## config.mk

```make
export PLATFORM = sky130hd
export DESIGN_NAME = perfmon_split
export DESIGN_NICKNAME = d
export VERILOG_FILES = /design/src/rtl/perfmon_pkg.sv /design/src/rtl/pm_evsel.sv /design/src/rtl/pm_counter.sv /design/src/rtl/perfmon_split.sv
export SDC_FILE = /design/constraint.sdc
export NUM_CORES = 1
export LEC_CHECK = 0
export ABC_AREA = 1
export ABC_CLOCK_PERIOD_IN_PS = 3920
export BUFFER_PORTS_ARGS = -buffer_cell sky130_fd_sc_hd__buf_2
export CAP_MARGIN = 5
export CORE_MARGIN = 1
export CORE_UTILIZATION = 45
export DETAILED_ROUTE_END_ITERATION = 8
export GPL_TIMING_DRIVEN = 0
export PLACE_DENSITY = 0.62
export SYNTH_ARGS = -nofsm -noshare
export SYNTH_HDL_FRONTEND = slang
export SYNTH_SLANG_ARGS = --single-unit
```

## constraint.sdc

```tcl
create_clock -name clk -period 3.92 [get_ports clk]
set_input_delay 0.196 -clock clk [delete_from_list [all_inputs] [get_ports clk]]
set_output_delay 0.196 -clock clk [all_outputs]
set_load 0.1 [all_outputs]
```

## src/rtl/perfmon_pkg.sv

```systemverilog
package perfmon_pkg;
  localparam int SEL_W       = 8;
  localparam int NUM_EVT_CNT = 4;
  localparam int ADDR_W      = 4;

  localparam logic [ADDR_W-1:0] ADR_CTL = 4'd0;
  localparam logic [ADDR_W-1:0] ADR_OVF = 4'd1;
  localparam logic [ADDR_W-1:0] ADR_IEN = 4'd2;
  localparam logic [ADDR_W-1:0] ADR_SEL = 4'd3;
  localparam int                CNT_BASE = 4;   // cycle counter, then event counters

  localparam int CTL_EN    = 0;
  localparam int CTL_EVRST = 1;
  localparam int CTL_CYRST = 2;
  localparam int CTL_DIV   = 3;
endpackage

```

## src/rtl/pm_evsel.sv

```systemverilog
// Picks one event line by code; codes at or above N_SRC match nothing.
// N_SRC must stay below 2**SEL_W - 1 so the all-ones code never matches.
module pm_evsel #(
  parameter int N_SRC = 32,
  parameter int SEL_W = 8
) (
  input  logic [SEL_W-1:0] code_i,
  input  logic [N_SRC-1:0] evt_i,
  output logic             hit_o
);
  always_comb begin
    hit_o = 1'b0;
    for (int i = 0; i < N_SRC; i++)
      if (code_i == SEL_W'(i)) hit_o = evt_i[i];
  end
endmodule

```

## src/rtl/pm_counter.sv

```systemverilog
module pm_counter #(
  parameter int W = 32
) (
  input  logic         clk,
  input  logic         rst,
  input  logic         ld_i,
  input  logic [W-1:0] ld_val_i,
  input  logic         clr_i,
  input  logic         inc_i,
  output logic [W-1:0] cnt_o,
  output logic         wrap_o
);
  logic [W-1:0] cnt_q;

  always_ff @(posedge clk) begin
    if (rst)        cnt_q <= '0;
    else if (ld_i)  cnt_q <= ld_val_i;
    else if (clr_i) cnt_q <= '0;
    else if (inc_i) cnt_q <= cnt_q + 1'b1;
  end

  assign cnt_o  = cnt_q;
  assign wrap_o = inc_i && !ld_i && !clr_i && (cnt_q == '1);

  a_r9_load_wins: assert property (@(posedge clk) disable iff (rst)
    ld_i |=> cnt_q == $past(ld_val_i));
  a_r8_clear_zero: assert property (@(posedge clk) disable iff (rst)
    (clr_i && !ld_i) |=> cnt_q == '0);
  a_r3_hold_idle: assert property (@(posedge clk) disable iff (rst)
    (!ld_i && !clr_i && !inc_i) |=> $stable(cnt_q));
  a_r6_wrap_zero: assert property (@(posedge clk) disable iff (rst)
    wrap_o |=> cnt_q == '0);
endmodule

```

## src/rtl/perfmon_split.sv

```systemverilog
module perfmon_split
  import perfmon_pkg::*;
#(
  parameter int         CNT_W       = 32,
  parameter int         NUM_EVT_SRC = 32,
  parameter int         PRE_W       = 6,
  parameter logic [7:0] ID_CODE     = 8'h14
) (
  input  logic                   clk,
  input  logic                   rst,
  input  logic [NUM_EVT_SRC-1:0] evt_i,
  input  logic                   reg_we_i,
  input  logic [ADDR_W-1:0]      reg_addr_i,
  input  logic [31:0]            reg_wdata_i,
  output logic [31:0]            reg_rdata_o,
  output logic                   irq_o
);
  localparam int NUM_CNT = NUM_EVT_CNT + 1;
  localparam int DATA_W  = NUM_EVT_CNT * SEL_W;

  logic               en_q, div_q;
  logic [NUM_CNT-1:0] ien_q, ovf_q, ovf_d, ien_d, ovf_clr;
  logic [DATA_W-1:0]  sel_q;
  logic [PRE_W-1:0]   pre_q;
  logic [DATA_W-1:0]  rdata_q, rd_mux;
  logic               irq_q;

  logic [NUM_CNT-1:0] ld, clr, inc, wrap;
  logic [CNT_W-1:0]   cnt [NUM_CNT];

  logic wr_ctl, wr_ovf, wr_ien, wr_sel, cyc_tick;
  assign wr_ctl = reg_we_i && (reg_addr_i == ADR_CTL);
  assign wr_ovf = reg_we_i && (reg_addr_i == ADR_OVF);
  assign wr_ien = reg_we_i && (reg_addr_i == ADR_IEN);
  assign wr_sel = reg_we_i && (reg_addr_i == ADR_SEL);

  assign cyc_tick = en_q && (!div_q || (pre_q == '1));

  always_ff @(posedge clk) begin
    if (rst)                pre_q <= '0;
    else if (clr[0])        pre_q <= '0;
    else if (en_q && div_q) pre_q <= pre_q + 1'b1;
    else                    pre_q <= '0;
  end

  for (genvar g = 0; g < NUM_CNT; g++) begin : g_cnt
    assign ld[g] = reg_we_i && (reg_addr_i == ADDR_W'(CNT_BASE + g));
    if (g == 0) begin : g_cyc
      assign clr[g] = wr_ctl && reg_wdata_i[CTL_CYRST];
      assign inc[g] = cyc_tick;
    end else begin : g_evt
      logic hit;
      pm_evsel #(.N_SRC(NUM_EVT_SRC), .SEL_W(SEL_W)) u_sel (
        .code_i(sel_q[(g-1)*SEL_W +: SEL_W]),
        .evt_i (evt_i),
        .hit_o (hit)
      );
      assign clr[g] = wr_ctl && reg_wdata_i[CTL_EVRST];
      assign inc[g] = en_q && hit;
    end

    pm_counter #(.W(CNT_W)) u_cnt (
      .clk     (clk),
      .rst     (rst),
      .ld_i    (ld[g]),
      .ld_val_i(CNT_W'(reg_wdata_i)),
      .clr_i   (clr[g]),
      .inc_i   (inc[g]),
      .cnt_o   (cnt[g]),
      .wrap_o  (wrap[g])
    );

    a_r6_wrap_sets_flag: assert property (@(posedge clk) disable iff (rst)
      wrap[g] |=> ovf_q[g]);
    a_r7_flag_clear: assert property (@(posedge clk) disable iff (rst)
      (wr_ovf && reg_wdata_i[g] && !wrap[g]) |=> !ovf_q[g]);
  end

  assign ovf_clr = wr_ovf ? reg_wdata_i[NUM_CNT-1:0] : '0;
  assign ovf_d   = (ovf_q & ~ovf_clr) | wrap;
  assign ien_d   = wr_ien ? reg_wdata_i[NUM_CNT-1:0] : ien_q;

  always_comb begin
    rd_mux = '0;
    case (reg_addr_i)
      ADR_CTL: begin
        rd_mux[DATA_W-1 -: 8] = ID_CODE;
        rd_mux[CTL_EN]        = en_q;
        rd_mux[CTL_DIV]       = div_q;
      end
      ADR_OVF: rd_mux[NUM_CNT-1:0] = ovf_q;
      ADR_IEN: rd_mux[NUM_CNT-1:0] = ien_q;
      ADR_SEL: rd_mux = sel_q;
      default: ;
    endcase
    for (int i = 0; i < NUM_CNT; i++)
      if (reg_addr_i == ADDR_W'(CNT_BASE + i)) rd_mux = DATA_W'(cnt[i]);
  end

  always_ff @(posedge clk) begin
    if (rst) begin
      en_q    <= 1'b0;
      div_q   <= 1'b0;
      ien_q   <= '0;
      sel_q   <= '1;
      ovf_q   <= '0;
      irq_q   <= 1'b0;
      rdata_q <= '0;
    end else begin
      if (wr_ctl) begin
        en_q  <= reg_wdata_i[CTL_EN];
        div_q <= reg_wdata_i[CTL_DIV];
      end
      if (wr_sel) sel_q <= reg_wdata_i[DATA_W-1:0];
      ien_q   <= ien_d;
      ovf_q   <= ovf_d;
      irq_q   <= |(ovf_d & ien_d);
      rdata_q <= rd_mux;
    end
  end

  assign reg_rdata_o = rdata_q;
  assign irq_o       = irq_q;

  a_r10_irq_level: assert property (@(posedge clk) disable iff (rst)
    irq_o == |(ovf_q & ien_q));
  a_r2_ctl_fixed_bits: assert property (@(posedge clk) disable iff (rst)
    (reg_addr_i == ADR_CTL) |=> (reg_rdata_o[31:24] == ID_CODE) && (reg_rdata_o[2:1] == 2'b00));
endmodule

```

==> flow_metrics.py, run 1 <==
metrics = {
    "status": {
        "status": "finished, final reports clean",
    },
    "min_path": {
        "min_path_type": "in -> reg",
        "hold_end": "g_cnt[0].u_cnt.cnt_o[2]",
        "holdPathStages": 3,
        "hp-start": "reg_wdata_i[2]",
    },
    "clocking": {
        "clk_pin_slew_ps": 70,
        "cts_tree": "built",
        "clock_path_buffers": 3,
        "htreeDepth": 1,
        "clock-sinks": 243,
        "cts_buffers": 29,
        "clk_latency_ps": 580,
        "cts-root-buf": "clkbuf_16",
    },
    "timing": {
        "period_share_pct": 97.4,
        "final_hold_viol_count": 0,
        "setup-tns-final_ps": 0,
        "tightest_slew_ps": 1080,
        "grt_setup_unrepaired": "yes",
        "worst_clock_skew_ps": 30.6,
        "setup_viol": 0,
        "slew_viol_final": 0,
        "final.min_clock_period_ps": 3820,
        "max_freq_mhz": 262,
        "maxSlewHeadroom_pct": 28.0,
    },
    "critical_path": {
        "end_kind": "flop",
        "crit_path_frequent_cell": "nand2_2",
        "rr_startpoint": "g_cnt[2].u_cnt.cnt_o[0]",
        "worstReg2RegEnd": "irq_o",
        "slowest_stage": "dfxtp_1",
        "cp.required_ps": 4390,
        "crit_arrival_ps": 4290,
        "slowest_delay_ps": 390,
        "reg2reg_depth": 31,
        "startpoint_type": "flop",
        "crit_path_max_fanout": 4,
        "critical_path_class": "reg -> reg",
        "r2r_slack_ps": 100,
    },
    "power_and_ir_drop": {
        "p_leak_nw": 7.38,
        "peakVddDrop_v": 0.000355,
        "clkPwrFrac_pct": 47.0,
        "seqPwrFrac_pct": 40.9,
        "power_switching_w": 0.00184,
        "intPower_w": 0.00456,
        "power.density_mw_per_mm2": 355,
        "switching_share_pct": 28.8,
        "power_frac_comb_pct": 12.1,
        "total_power_w": 0.00640,
    },
    "global_routing": {
        "grtUsageTotal_pct": 39.8,
        "grt_pass1_vias": 16600,
        "grt_start_max_net_pins": 15,
        "overflow": 0,
        "grt_pass1_wl_microns": 105000,
        "antenna_found_initial": 2,
    },
    "layout": {
        "utilization_pct": 53.4,
        "layout_commonest_cell": "nand2_1",
        "final_nets": 2621,
        "layout-drive-gt1-share_pct": 13.6,
        "final_cell_mix": "nand2_1, inv_1, nor2_1",
        "area_delta_synth_final_pct": 15.9,
        "diodes": 0,
        "nFillCells": 3519,
    },
    "die": {
        "row_count": 67,
        "core_area_sq_mm": 0.0338,
        "io_pins": 104,
        "die_h_microns": 188,
        "die-area_sq_mm": 0.0353,
        "initial_core_util_pct": 46.1,
        "die_w_microns": 188,
    },
    "synthesis": {
        "yosys.cell_types.count": 56,
        "synthMuxAreaShare_pct": 0,
        "synthAdderAreaFrac_pct": 0.482,
        "synth_enable_flop_cells": 0,
        "async_flop_share_pct": 0,
        "synth_cells": 2395,
        "syn-mean-instance-area_sq_um": 6.50,
        "synth_warnings": 0,
        "synthXorXnorAreaFrac_pct": 1.07,
        "synth_top_family_by_area": "simple AND/OR/NAND/NOR gates",
        "yosysSeqAreaShare_pct": 31.3,
        "synth_area_sq_mm": 0.0156,
        "ys_seq_elements": 243,
        "yosys.area_share.simple_pct": 29.1,
        "ys.flop_type": "dfxtp_1",
        "synthesis.nets": 2472,
        "synth_compound_area_share_pct": 26.9,
    },
    "placement": {
        "dp_hpwl_microns": 56000,
        "place_congestion": 1.02,
        "io_buffers": 102,
    },
    "detailed_routing": {
        "wl_microns": 72300,
        "vias": 18700,
        "routed_via_density": 6.19,
        "drt_pre_antenna_iters": 6,
        "wire_per_inst_microns": 24.0,
        "post-route-drc-count": 0,
        "drt.antenna.violating_nets": 0,
        "drt_iter0_markers": 2619,
    },
    "flow_run": {
        "max_cap_viol_count": 0,
    },
}
[metrics by stage]
stage | hold slack, ps | instance area, sq um | instances | setup WS (ps)
floorplan | 322 | 15600 | 2395 | 866
global placement | 429 | 16600 | 2945 | -320
detailed placement | 439 | 16600 | 2946 | -90.3
CTS | 0.0722 | 17900 | 3013 | 41.8
global route | 36.5 | 18000 | 3015 | -205
finish | 8.57 | 18000 | 3015 | 101
[Yosys cell counts (3+ instances only)]
library cell	n	area, sq um
nor3_1	26	130
inv_2	25	93.8
a21oi_1	219	1100
o32ai_1	20	175
nor3_2	13	130
a31o_2	4	35.0
nand2_2	18	113
a221oi_1	31	272
and3_1	4	25.0
nor4_1	11	68.8
o22ai_1	80	500
a32oi_1	13	114
nand3_1	97	485
dfxtp_1	243	4860
clkbuf_8	3	41.3
a31oi_1	14	87.6
nor3b_1	3	22.5
o2111ai_1	9	78.8
a22oi_1	7	52.6
ha_1	6	75.1
nand4_1	94	588
nand2_1	316	1190
clkinv_1	9	33.8
xor2_1	16	140
buf_2	7	35.0
nor2_2	40	250
inv_1	311	1170
clkbuf_1	93	349
nand3_2	10	100
o221ai_1	4	35.0
o21ai_0	256	1280
nor2_4	11	124
or2_2	3	18.8
nor2_1	302	1130
o211ai_1	15	113
xnor2_1	3	26.3
o21ai_1	6	30.0
a211oi_1	22	165
a32o_1	6	60.1
nor3_4	3	48.8
[power by group through the flow]
stage / Clock, W / Combinational [W] / Sequential, W
2_1_floorplan: 0 / 0.000337 / 0.00271
3_3_place_gp: 0 / 0.000719 / 0.00266
3_5_place_dp: 0 / 0.000723 / 0.00267
4_1_cts: 0.00301 / 0.000736 / 0.00261
5_1_grt: 0.00311 / 0.000806 / 0.00262
6_report: 0.00301 / 0.000775 / 0.00262
[kinds of logic after synthesis]
family | count (synthesis)
XOR/XNOR | 19
buffers and inverters | 451
AND/OR/NAND/NOR | 960
flip-flops | 243
AO/OA/AOI/OAI | 716
adder cells (fa/ha/maj) | 6
[what timing repair did]
action                                  in CTS  in global routing
endpoints found under the setup margin      21                132
setup buffers                                0                  2
pin swaps                                    1                  6
endpoints found under the hold margin       18                  0
hold buffers                                13                  0
resized for setup                           11                 56
[area by class of cell]
class,count,area [sq um],area share (%)
well taps,448,561,3.11
inverters,345,1290,7.18
flip-flops and latches,243,4870,27.0
clock buffers,41,851,4.72
repair buffers,118,661,3.66
plain buffers,106,458,2.54
multi-input cells,1701,9140,50.7
clock inverters,13,201,1.12
[worst max-delay path by stage]
stage | start | endpoint | slack (ps) | cells after the start
finish | g_cnt[2].u_cnt.cnt_o[0] | irq_o | 100 | 31
global route | g_cnt[1].u_cnt.cnt_o[0] | irq_o | -210 | 25
CTS | sel_q[9] | g_cnt[2].u_cnt.cnt_o[10] | 40 | 24
detailed placement | g_cnt[1].u_cnt.cnt_o[0] | irq_o | -90 | 25
global placement | reg_addr_i[2] | g_cnt[1].u_cnt.cnt_o[31] | -320 | 15
floorplan | g_cnt[4].u_cnt.cnt_o[0] | g_cnt[4].u_cnt.cnt_o[30] | 870 | 28
[critical path, delay by kind of cell, from the launching register on]
kind	cells	cell delay, ps
adders and majority gates	1	200
and+or+nand+nor	28	2910
DFF	1	390
buffers and inverters	1	60
AOI/OAI and AO/OA	1	150
[metal layers]
layer  vias to the layer above  track usage (%)  share of wire (%)  routed length, microns
li1                       8555                -                  -                       -
met2                      1132             55.2                 39                   28500
met4                         8             19.7                5.6                    4040
met3                       205             9.86                 12                    8730
met5                         -            0.137              0.058                      42
met1                      8775             56.5                 43                   31000
[state kept, by name, indices dropped and copies added (netlist names)]
signal	count
pre_q	6
sel_q	32
reg_rdata_o	32
ovf_q	5
en_q	1
div_q	1
g_cnt.u_cnt.cnt_o	160
ien_q	5
irq_o	1
(Power assumes the default switching activity.)
==> inputs of run 2 (changes only) <==
SYNTH_HIERARCHICAL = 1   (was default)
==> run 2 against run 1 <==
Synthesized cell count rose by 28%. Non-clock buffer count fell by 7. Sequential share of layout area fell by 2.9 points. Highest routed layer unchanged.
==> flow_metrics.py, run 2 <==
metrics = {
    "flow_run": {
        "max_cap_viol_count": 0,
    },
    "placement": {
        "place_area_sq_mm": 0.0192,
        "dp_hpwl_microns": 62500,
        "io_buffers": 102,
        "place_congestion": 1.16,
        "dpl.cell_count": 3690,
    },
    "critical_path": {
        "slowest_stage": "dfxtp_1",
        "startpoint_type": "flop",
        "crit_arrival_ps": 4040,
        "end_kind": "flop",
        "critical_path_class": "reg -> reg",
        "cp.required_ps": 4340,
        "crit_path_frequent_cell": "nand2_1",
        "crit_path_max_fanout": 6,
        "slowest_delay_ps": 450,
    },
    "synthesis": {
        "synth_commonest_cells": "nand2_1, nor2_1, a21oi_1",
        "synth_warnings": 6,
        "synth_largest_area_cell": "dfxtp_1",
        "ys_seq_elements": 243,
        "synth_enable_flop_cells": 0,
        "yosysMostFrequentCell": "nand2_1",
        "synth_top_area_share_pct": 27.1,
        "async_flop_share_pct": 0,
        "synthesis.nets": 3146,
        "syn-mean-instance-area_sq_um": 5.86,
        "yosys.cell_types.count": 40,
        "ys.flop_type": "dfxtp_1",
        "synth_cells": 3069,
        "synth.area.top_cells": "dfxtp_1, nand2_1, a21oi_1, nand3_1, nor2_1",
        "yosysSeqAreaShare_pct": 27.1,
        "synth_area_sq_mm": 0.0180,
    },
    "timing": {
        "max_freq_mhz": 276,
        "tightest_slew_ps": 840,
        "setup_viol": 0,
        "final_hold_viol_count": 0,
        "period_share_pct": 92.4,
        "setup-tns-final_ps": 0,
        "slew_viol_final": 0,
        "worst_clock_skew_ps": 18.8,
        "final.min_clock_period_ps": 3620,
        "grt_setup_unrepaired": "yes",
        "maxSlewHeadroom_pct": 44.0,
    },
    "layout": {
        "utilization_pct": 51.9,
        "fin_cells": 3746,
        "layout-drive-gt1-share_pct": 11.6,
        "final_area_sq_mm": 0.0202,
        "largest_reg_flops": 160,
        "final_nets": 3281,
        "layout_commonest_cell": "nand2_1",
        "area_delta_synth_final_pct": 12.6,
        "final_cell_mix": "nand2_1, nor2_1, a21oi_1",
    },
    "die": {
        "core_area_sq_mm": 0.0390,
        "die_w_microns": 202,
        "die-area_sq_mm": 0.0408,
        "row_count": 72,
        "io_pins": 104,
        "initial_core_util_pct": 46.1,
        "die_h_microns": 202,
    },
    "power_and_ir_drop": {
        "switching_share_pct": 30.7,
        "peakVddDrop_v": 0.000324,
        "power_switching_w": 0.00193,
        "power.density_mw_per_mm2": 310,
        "p_leak_nw": 8.72,
        "clkPwrFrac_pct": 45.5,
        "seqPwrFrac_pct": 42.6,
        "intPower_w": 0.00435,
        "power_frac_comb_pct": 11.9,
    },
    "detailed_routing": {
        "drt_pre_antenna_iters": 6,
        "top_layer_used": "met5",
        "drt.antenna.violating_nets": 0,
        "met1_length_microns": 33000,
        "wl_microns": 82600,
        "drt_iter0_markers": 2772,
        "post-route-drc-count": 0,
        "met3_length_microns": 8610,
        "routed_via_density": 5.85,
        "dr_wl_met2_microns": 35700,
        "vias": 21900,
        "wire_per_inst_microns": 22.1,
    },
    "global_routing": {
        "antenna_found_initial": 3,
        "overflow": 0,
        "grt_pass1_vias": 20000,
        "grt_start_max_net_pins": 15,
        "grt_pass1_wl_microns": 122000,
        "grtUsageTotal_pct": 39.6,
    },
    "clocking": {
        "clk_pin_slew_ps": 70,
        "cts_tree": "built",
        "clock-sinks": 243,
        "clk_latency_ps": 590,
        "hold_buffers": 0,
        "cts-root-buf": "clkbuf_16",
        "htreeDepth": 1,
        "cts_buffers": 30,
        "clock_path_buffers": 3,
    },
    "status": {
        "status": "finished, final reports clean",
    },
    "min_path": {
        "min_path_type": "in -> reg",
    },
}
[run 2: changes by cell type after synthesis, moves of 21 or more]
cell / delta
or2_2: +21
clkbuf_1: -33
nand2_1: +526
nor2_1: +54
a211oi_1: -22
a21oi_1: +119
o22ai_1: -80
buf_2: +23
nand3_1: +181
a221oi_1: -31
o21ai_0: -37
nor2_4: +30
[run 2: cells by family after synthesis]
family / count (synthesis) / share of synthesized area (%)
buffers and inverters: 453 / 10.3
flip-flops: 243 / 27.1
adder cells (fa/ha/maj): 6 / 0.417
AND/OR/NAND/NOR: 1752 / 44.4
AO/OA/AOI/OAI: 612 / 17.7
XOR/XNOR: 3 / 0.146
[run 2: layout make-up]
type,count,area [sq um]
Antenna cell,1,2.50
Buffer,114,593
Clock buffer,39,866
Clock inverter,16,143
Fill cell,4103,18800
Inverter,339,1280
Multi-Input combinational cell,2373,11300
Sequential cell,243,4870
Tap cell,518,648
Timing Repair Buffer,103,526
[run 2: power by group through the flow]
stage	clock network [W]	logic, W	registers, W
detailed placement	0	0.000708	0.00273
CTS	0.00289	0.000711	0.00267
global placement	0	0.000699	0.00273
finish	0.00286	0.000746	0.00268
floorplan	0	0.000323	0.00275
global route	0.00296	0.000782	0.00268
[run 2: critical path, delay by kind of cell, from the launching register on]
family	cells	cell delay, ps
simple gates	28	2520
flops	1	450
buf+inv	3	480
[run 2: metrics by stage]
stage | power, W | hold slack, ps | worst slack [ps]
floorplan | 0.00307 | 265 | 1340
global placement | 0.00342 | 429 | -29.3
detailed placement | 0.00343 | 436 | -58.2
CTS | 0.00627 | 27.2 | 132
global route | 0.00643 | 44.9 | -64.3
finish | 0.00628 | 59.2 | 299
[run 2: repair_timing]
action                     4_1_cts  5_1_grt
setup buffers                    0        0
setup endpoints to repair        1       94
pin swaps                        0        1
gates resized for setup          1       29
[run 2: path summary, 6_finish.rpt]
| kind | start | end | slack [ps] | cells after the start |
|---|---|---|---|---|
| hold reg to reg | pre_q[0] | pre_q[0] | 440 | 1 |
| setup / recovery | sel_q[26] | irq_o | 300 | 31 |
| hold / removal | reg_wdata_i[2] | g_cnt[4].u_cnt/cnt_o[2] | 60 | 3 |
| setup reg to reg | sel_q[26] | irq_o | 300 | 31 |
[run 2: per-layer routing]
layer,track usage (%),up-vias
met5,0,-
met4,21.8,6
met3,7.18,226
met2,62.3,1148
met1,51.2,10200
li1,-,10300
